<file path="src/rtl/usb_ctrl_pkg.sv">
package usb_ctrl_pkg;
  localparam int unsigned REG_W    = 8;
  localparam int unsigned BIT_PPRST = 6;
  localparam int unsigned BIT_SE0   = 5;
  localparam int unsigned BIT_BLOCK = 4;
  localparam int unsigned BIT_EN    = 3;
  localparam int unsigned BIT_RSM   = 2;
  localparam int unsigned BIT_SUSP  = 1;

  typedef struct packed {
    logic pp_rst;
    logic block;
    logic en;
    logic rsm;
    logic susp;
  } ctrl_bits_t;
endpackage

</file>
<file path="src/rtl/usb_ctrl_sync.sv">
module usb_ctrl_sync #(
  parameter int unsigned STAGES = 2
) (
  input  logic clk_i,
  input  logic rst_ni,
  input  logic d_i,
  output logic q_o
);
  logic [STAGES-1:0] chain_q;

  always_ff @(posedge clk_i or negedge rst_ni) begin
    if (!rst_ni) chain_q <= '0;
    else         chain_q <= {chain_q[STAGES-2:0], d_i};
  end

  assign q_o = chain_q[STAGES-1];
endmodule

</file>
<file path="src/rtl/usb_ctrl_csr.sv">
module usb_ctrl_csr
  import usb_ctrl_pkg::*;
(
  input  logic             clk_i,
  input  logic             rst_ni,
  input  logic             we_i,
  input  logic [REG_W-1:0] wdata_i,
  input  logic             setup_i,
  input  logic             se0_i,
  output ctrl_bits_t       bits_o,
  output logic             en_rise_o,
  output logic [REG_W-1:0] rdata_o
);
  ctrl_bits_t bits_q, bits_d;

  always_comb begin
    bits_d = bits_q;
    if (we_i) begin
      bits_d.pp_rst = wdata_i[BIT_PPRST];
      bits_d.en     = wdata_i[BIT_EN];
      bits_d.rsm    = wdata_i[BIT_RSM];
      bits_d.susp   = wdata_i[BIT_SUSP];
      if (!wdata_i[BIT_BLOCK]) bits_d.block = 1'b0;
    end
    // hardware set has priority over software clear
    if (setup_i) bits_d.block = 1'b1;
  end

  always_ff @(posedge clk_i or negedge rst_ni) begin
    if (!rst_ni) bits_q <= '0;
    else         bits_q <= bits_d;
  end

  assign en_rise_o = we_i & wdata_i[BIT_EN] & ~bits_q.en;
  assign bits_o    = bits_q;

  always_comb begin
    rdata_o            = '0;
    rdata_o[BIT_PPRST] = bits_q.pp_rst;
    rdata_o[BIT_SE0]   = se0_i;
    rdata_o[BIT_BLOCK] = bits_q.block;
    rdata_o[BIT_EN]    = bits_q.en;
    rdata_o[BIT_RSM]   = bits_q.rsm;
    rdata_o[BIT_SUSP]  = bits_q.susp;
  end
endmodule

</file>
<file path="src/rtl/usb_ctrl_ppb.sv">
module usb_ctrl_ppb #(
  parameter int unsigned NUM_PTR = 32
) (
  input  logic               clk_i,
  input  logic               rst_ni,
  input  logic               clr_i,
  input  logic               force_even_i,
  input  logic               tog_en_i,
  input  logic [NUM_PTR-1:0] done_i,
  output logic [NUM_PTR-1:0] ppb_o
);
  logic [NUM_PTR-1:0] ptr_q;

  for (genvar i = 0; i < NUM_PTR; i++) begin : g_ptr
    always_ff @(posedge clk_i or negedge rst_ni) begin
      if (!rst_ni)                      ptr_q[i] <= 1'b0;
      else if (clr_i)                   ptr_q[i] <= 1'b0;
      else if (tog_en_i && done_i[i])   ptr_q[i] <= ~ptr_q[i];
    end
    assign ppb_o[i] = ptr_q[i] & ~force_even_i;
  end
endmodule

</file>
<file path="src/rtl/usb_ctrl_reg.sv">
module usb_ctrl_reg
  import usb_ctrl_pkg::*;
#(
  parameter int unsigned NUM_EP = 16,
  localparam int unsigned NUM_PTR = 2 * NUM_EP
) (
  input  logic               clk_i,
  input  logic               rst_ni,
  input  logic               reg_we_i,
  input  logic [REG_W-1:0]   reg_wdata_i,
  output logic [REG_W-1:0]   reg_rdata_o,
  input  logic               setup_rx_i,
  input  logic               line_dp_i,
  input  logic               line_dm_i,
  input  logic [NUM_PTR-1:0] xfer_done_i,
  output logic [NUM_PTR-1:0] ppb_o,
  output logic               mod_en_o,
  output logic               sie_clk_en_o,
  output logic               resume_o,
  output logic               pkt_block_o
);
  ctrl_bits_t bits;
  logic       en_rise;
  logic       se0_sync;

  usb_ctrl_sync #(.STAGES(2)) u_sync (
    .clk_i (clk_i),
    .rst_ni(rst_ni),
    .d_i   (~line_dp_i & ~line_dm_i),
    .q_o   (se0_sync)
  );

  usb_ctrl_csr u_csr (
    .clk_i    (clk_i),
    .rst_ni   (rst_ni),
    .we_i     (reg_we_i),
    .wdata_i  (reg_wdata_i),
    .setup_i  (setup_rx_i),
    .se0_i    (se0_sync),
    .bits_o   (bits),
    .en_rise_o(en_rise),
    .rdata_o  (reg_rdata_o)
  );

  usb_ctrl_ppb #(.NUM_PTR(NUM_PTR)) u_ppb (
    .clk_i       (clk_i),
    .rst_ni      (rst_ni),
    .clr_i       (bits.pp_rst | en_rise),
    .force_even_i(bits.pp_rst),
    .tog_en_i    (bits.en),
    .done_i      (xfer_done_i),
    .ppb_o       (ppb_o)
  );

  assign mod_en_o     = bits.en;
  assign sie_clk_en_o = bits.en & ~bits.susp;
  assign resume_o     = bits.en & bits.rsm;
  assign pkt_block_o  = bits.en & bits.block;
endmodule

</file>
<file path="config.mk">
export PLATFORM = sky130hd
export DESIGN_NAME = usb_ctrl_reg
export DESIGN_NICKNAME = d
export VERILOG_FILES = /design/src/rtl/usb_ctrl_pkg.sv /design/src/rtl/usb_ctrl_sync.sv /design/src/rtl/usb_ctrl_csr.sv /design/src/rtl/usb_ctrl_ppb.sv /design/src/rtl/usb_ctrl_reg.sv
export SDC_FILE = /design/constraint.sdc
export NUM_CORES = 1
export LEC_CHECK = 0
export BUFFER_PORTS_ARGS = -buffer_cell sky130_fd_sc_hd__buf_4
export CAP_MARGIN = 20
export CORE_UTILIZATION = 48
export CTS_CLUSTER_DIAMETER = 60
export DETAILED_ROUTE_END_ITERATION = 7
export GPL_TIMING_DRIVEN = 0
export PLACE_DENSITY = 0.8
export SYNTH_ARGS = -nofsm -noshare
export SYNTH_HDL_FRONTEND = slang
export SYNTH_SLANG_ARGS = --single-unit
</file>
<file path="constraint.sdc">
create_clock -name clk_i -period 1.65 [get_ports clk_i]
set_clock_uncertainty 0.2 [all_clocks]
set_input_delay 0.2475 -clock clk_i [delete_from_list [all_inputs] [get_ports clk_i]]
set_output_delay 0.2475 -clock clk_i [all_outputs]
set_load 0.1 [all_outputs]
</file>
==> metrics, run 1 <==
Nets 315; number of global-route vias before repair ~1900; Final Worst Setup Slack -172 ps; I/O pin count 90; Worst slew margin between 60 and 70%; final core occ between 90 and 100%; Yosys cell types 18; routed vias ~1700; sequential share of the synthesized area 46.1%; cell-internal power 0.00213 W; final hold viol count 0; kind of critical path register to output pin; Worst-Skew Late Latency just under 300 ps; GR Util All Layers roughly 28%; Worst EP arrival approximately 1400 ps; NetSw 0.00154 W; # setup viols final 32; Avg Cell Area, Syn 12.7 sq um; FF+latch count, synth 39; H-tree depth 2; adder-cell share of the synthesized area 0%; Worst path most repeated cell buf_12; largest family of logic cells by synthesized area compound AO/OA/AOI/OAI gates; gate count of the mapped netlist ~170; critical path cell sequence buf_12, buf_8, nor2b_4, buf_12; sw frac between 40% and 50%; final hold slack around 30 ps; Total Negative Setup Slacks -4750 ps; Routed Antenna Nets 0; CTS tree built; clk buf depth 2; maximum clock rate 0.549 GHz; Leak 1.59 nW; max-cap violation count 0; Setup crit end kind output pin; critical path launch point type register; RSZ-0062 raised after global routing true; global-route wire length before repair 9.25 mm; Reg power frac ~33%; DR iter-0 viols 62; Core Box Area slightly above 4000 sq um; Power Dens Cells 972 nW/um^2; vias per cell 5.29; Crit path required time roughly 1200 ps; Final Wtd Congestion about 0.71; post-synthesis simple-gate area fraction a little under an eighth; port bufs 83; share of cells above drive strength 1 65.8%; Overflow after GRT 0; Max stage delay cell, worst path dfrtp_1; status complete, but fails checks; initial antenna violation count 0; Post-Synth XOR/XNOR Area approximately an eighth; Antenna diodes 0; Synth Warn # 0; most common cell after layout, fill and taps aside buf_4; Clock Pin Slew Worst Setup and Hold Paths 70 ps; Hold Crit Class input pin to register; chip height 68.4 um; CTS sink count 39; die area approximately 4700 sq um; Final Max Slew Viols 0; post-synthesis mux area share 2.13%; Synth Area in Compound Gates 20.5%; Min Clock Period, post-route ~1800 ps; combinational share of power between 40 and 50%; Initial DRT Pass Iterations 4; final worst path period share 110%; most frequent cells in the layout 55 x buf_4, 35 x dfrtp_1, 33 x buf_12; Starting Density ~50%; CTS buffer count 5; Worst VDD drop around 0.00065 V; failing checks negative setup slack; synth-to-layout area growth 78.5%; CP peak stage delay about 420 ps; hpwl dp roughly 3.3 mm; Worst-Margin Slew 506 ps; die width roughly 68 um; clock tree root buffer cell clkbuf_8; Clock power frac between 10% and 20%; Critical Path Fanout Max 12; row count 23; WL/cell between 15 and 20 um; Post-Syn Area roughly 2100 sq um; largest net degree at the start of global routing 40; drt drc 0; Routed WL about 6.3 mm
[cells in the mapped netlist]
| master | count | area share (%) |
|---|---|---|
| a21o_1 | 1 | 0.35 |
| nand2b_1 | 3 | 0.89 |
| nor2_1 | 1 | 0.18 |
| mux2_2 | 4 | 2.1 |
| buf_6 | 5 | 2.7 |
| and2_1 | 3 | 0.89 |
| xnor2_1 | 32 | 13 |
| a211oi_4 | 1 | 0.95 |
| o2bb2ai_2 | 20 | 14 |
| buf_4 | 7 | 2.5 |
| o2bb2ai_1 | 11 | 4.6 |
| dfrtp_1 | 39 | 46 |
| o32ai_1 | 1 | 0.41 |
| and2b_1 | 4 | 1.4 |
| nor2b_1 | 29 | 8.6 |
| buf_2 | 1 | 0.24 |
| clkbuf_1 | 3 | 0.53 |
| conb_1 | 1 | 0.18 |
[metal layers]
layer  up-vias  global-route usage, %  routed length, um
li1        768                      -                  -
met1       831                   32.2               2440
met2        75                   48.4               3270
met3        13                   6.83                390
met4         0                   14.6                158
met5         -                      0                  0
[critical path, delay by kind of cell, from the launching register on]
family                 cells  cell delay, ps
AND/OR/NAND/NOR            1             150
flip-flops                 1             420
buffers and inverters      3             510
[cells by family (layout without fill, tap and decap cells)]
| logic type | Yosys count | after routing |
|---|---|---|
| DFF | 39 | 39 |
| AOI/OAI and AO/OA | 34 | 34 |
| xor gates and xnor gates | 32 | 32 |
| muxes | 4 | 4 |
| other | 1 | 2 |
| buffers and inverters | 16 | 118 |
| and+or+nand+nor | 40 | 40 |
[worst paths after layout]
| path | from | to | slack, ps | cells after the start |
|---|---|---|---|---|
| setup / recovery | u_csr.bits_o[4] | ppb_o[5] | -170 | 4 |
| hold / removal | reg_wdata_i[3] | u_csr.bits_o[2] | 30 | 2 |
| setup reg to reg | u_csr.bits_o[4] | u_ppb.ptr_q[31] | 10 | 5 |
| hold reg to reg | u_sync.chain_q[0] | u_sync.chain_q[1] | 160 | 0 |
| max in group asynchronous | rst_ni | u_csr.bits_o[2] | 570 | 2 |
| min in group asynchronous | rst_ni | u_ppb.ptr_q[20] | 290 | 2 |
[layout make-up]
class / instances / area (sq um)
well taps: 50 / 62.6
clock buffers: 6 / 82.6
plain buffers: 16 / 200
fillers: 139 / 338
repair buffers: 95 / 1180
flip-flops and latches: 39 / 983
clock inverters: 1 / 5.00
multi-input cells: 112 / 1260
[state kept, by name, indices dropped and copies added (netlist names)]
register / count
u_csr.bits_o: 5
u_ppb.ptr_q: 32
u_sync.chain_q: 2
[per-stage QoR]
step	power (W)	instances	instance area, sq um	setup slack (ps)
after CTS	0.00362	317	3730	-161
after detailed placement	0.00269	300	3060	-19.4
after global routing	0.00379	319	3780	-209
after global placement	0.00266	300	3060	-0.226
after floorplan	0.00237	167	2380	-58.3
final	0.00367	319	3780	-172
[repair_timing]
| action | 4_1_cts | 5_1_grt |
|---|---|---|
| pin swaps | 0 | 1 |
| hold endpoints to repair | 44 | 0 |
| setup endpoints to repair | 36 | 34 |
| resized for setup | 105 | 9 |
| cloned | 3 | 0 |
| hold buffers | 7 | 0 |
| setup buffers | 0 | 2 |
[power groups by stage]
stage,clock network (W),registers (W),logic (W)
6_report,0.000672,0.00121,0.00179
5_1_grt,0.000713,0.00122,0.00185
4_1_cts,0.000676,0.00120,0.00175
3_5_place_dp,0,0.00121,0.00148
3_3_place_gp,0,0.00121,0.00146
2_1_floorplan,0,0.00125,0.00112
Power figures use the tool's default switching activity.
==> run 2: changes to the inputs <==
--- a/config.mk
+++ b/config.mk
@@ -12,6 +12,7 @@
 export DETAILED_ROUTE_END_ITERATION = 7
 export GPL_TIMING_DRIVEN = 0
 export PLACE_DENSITY = 0.8
+export RECOVER_POWER = 25
 export SYNTH_ARGS = -nofsm -noshare
 export SYNTH_HDL_FRONTEND = slang
 export SYNTH_SLANG_ARGS = --single-unit
==> metrics, run 2 (synthesis results as in run 1) <==
status complete, but fails checks; failing checks negative setup slack; Overflow after GRT 0 (unchanged); chip height 68.4 um (unchanged); largest net degree at the start of global routing 40 (unchanged); clk buf depth 2 (unchanged); cell-internal power 0.00213 W (about the same); die width 68.4 um (unchanged); global-route wire length before repair 9.25 mm (unchanged); WL/cell 19.6 um (unchanged); Worst R2R Start u_csr.bits_o[4]; CTS sink count 39 (unchanged); Worst EP arrival 1370 ps (about the same); clock tree root buffer cell clkbuf_8; Worst slew margin 40.4% (-26 points); combinational share of power 48.8% (about the same); Reg power frac 32.9% (about the same); final hold slack 30.2 ps (+0.124 ps); # setup viols final 32 (unchanged); max-cap violation count 0 (unchanged); initial antenna violation count 0 (unchanged); Setup crit end kind output pin; port bufs 83 (unchanged); CTS buffer count 5 (unchanged); most common cell after layout, fill and taps aside buf_4; vias per cell 5.29 (unchanged); Final Worst Setup Slack -172 ps (+0.258 ps); largest reg by FF count u_ppb.ptr_q; Routed WL 6.26 mm (unchanged); Crit path required time 1200 ps (about the same); hpwl dp 3.33 mm (unchanged); Nets 315 (unchanged); Starting Density 51.4% (unchanged); Min Clock Period, post-route 1820 ps (-0.258 ps); drt drc 0 (unchanged); Clock Pin Slew Worst Setup and Hold Paths 70 ps (about the same); Hold Crit Class input pin to register; RSZ-0062 raised after global routing true; NetSw 0.00154 W (about the same); DR iter-0 viols 62 (unchanged); row count 23 (unchanged); final core occ 91.7% (about the same); Total Negative Setup Slacks -4750 ps (+8.02 ps); maximum clock rate 0.549 GHz (about the same); number of global-route vias before repair 1856 (unchanged); Worst VDD drop 0.000646 V (about the same); most frequent cells in the layout 53 x buf_4, 35 x dfrtp_1, 33 x buf_12; sw frac 41.9% (about the same); Hold Path Origin reg_wdata_i[3]; Critical Path Fanout Max 12 (unchanged); final worst path period share 110% (about the same); Worst-Skew Late Latency 290 ps (about the same); dpl ws -19.4 ps (unchanged); share of cells above drive strength 1 65.8% (unchanged); number of flip-flops in the largest register 32 (unchanged); critical path launch point type register; final hold viol count 0 (unchanged); Initial DRT Pass Iterations 4 (unchanged); Routed Antenna Nets 0 (unchanged); Power Dens Cells 972 nW/um^2 (about the same); kind of critical path register to output pin; I/O pin count 90 (unchanged); CTS tree built; H-tree depth 2 (unchanged); Clock power frac 18.3% (about the same); routed vias 1687 (unchanged); Final Wtd Congestion 0.708 (unchanged); synth-to-layout area growth 78.4% (about the same); Core Box Area 4120 sq um (unchanged); crit path launch u_csr.bits_o[4]; Worst-Margin Slew 894 ps (+388 ps); GR Util All Layers 28.2% (unchanged); FF-to-FF setup slack 10 ps (about the same); Leak 1.58 nW (about the same); die area 4680 sq um (unchanged); Final Max Slew Viols 0 (unchanged); Antenna diodes 0 (unchanged)
[run 2: cell count changes in the layout (fill, tap and decap cells not counted)]
cell and delta:
buf_2 +1, buf_4 -2, clkbuf_4 +1
[run 2: worst max-delay path, cell delays in order, from the launching register on]
cell and delay (ps):
dfrtp_1 410, buf_12 170, buf_8 150, nor2b_4 150, buf_12 190
[run 2: worst paths after layout]
check	end	cells past startpoint
hold reg to reg	u_sync.chain_q[1]	0
min in group asynchronous	u_ppb.ptr_q[20]	2
setup reg to reg	u_ppb.ptr_q[31]	5
setup / recovery	ppb_o[5]	4
hold / removal	u_csr.bits_o[2]	2
max in group asynchronous	u_csr.bits_o[2]	2
[run 2: power groups by stage]
stage	Combinational, W	Clock [W]	Sequential [W]
after floorplan	0.00112	0	0.00125
after global placement	0.00146	0	0.00121
after detailed placement	0.00148	0	0.00121
after CTS	0.00175	0.000676	0.00120
after global routing	0.00185	0.000713	0.00122
final	0.00179	0.000672	0.00121
[run 2: metal layers]
layer	up-vias	global-route usage, %	routed length, um
li1	768	-	-
met1	831	32.2	2440
met2	75	48.4	3270
met3	13	6.83	390
met4	0	14.6	158
met5	-	0	0
[run 2: layout make-up]
cell class / instances / area, sq um
multi-input combinational: 112 / 1260
timing repair buffer: 95 / 1180
sequential: 39 / 983
fill: 140 / 340
buffer: 16 / 200
clock buffer: 6 / 82.6
tap: 50 / 62.6
clock inverter: 1 / 5.00
[run 2: metrics by stage]
stage | power [W] | instance area [sq um] | cells
2_1_floorplan | 0.00237 | 2380 | 167
4_1_cts | 0.00362 | 3730 | 317
5_1_grt | 0.00379 | 3770 | 319
3_3_place_gp | 0.00266 | 3060 | 300
6_report | 0.00367 | 3770 | 319
3_5_place_dp | 0.00269 | 3060 | 300
[run 2: repair_timing]
action / CTS / global route
gates resized for setup: 105 / 9
pin swaps: 0 / 1
setup buffers: 0 / 2
hold buffers: 7 / 0
endpoints found under the hold margin: 44 / 0
cloned: 3 / 0
setup endpoints to repair: 36 / 34
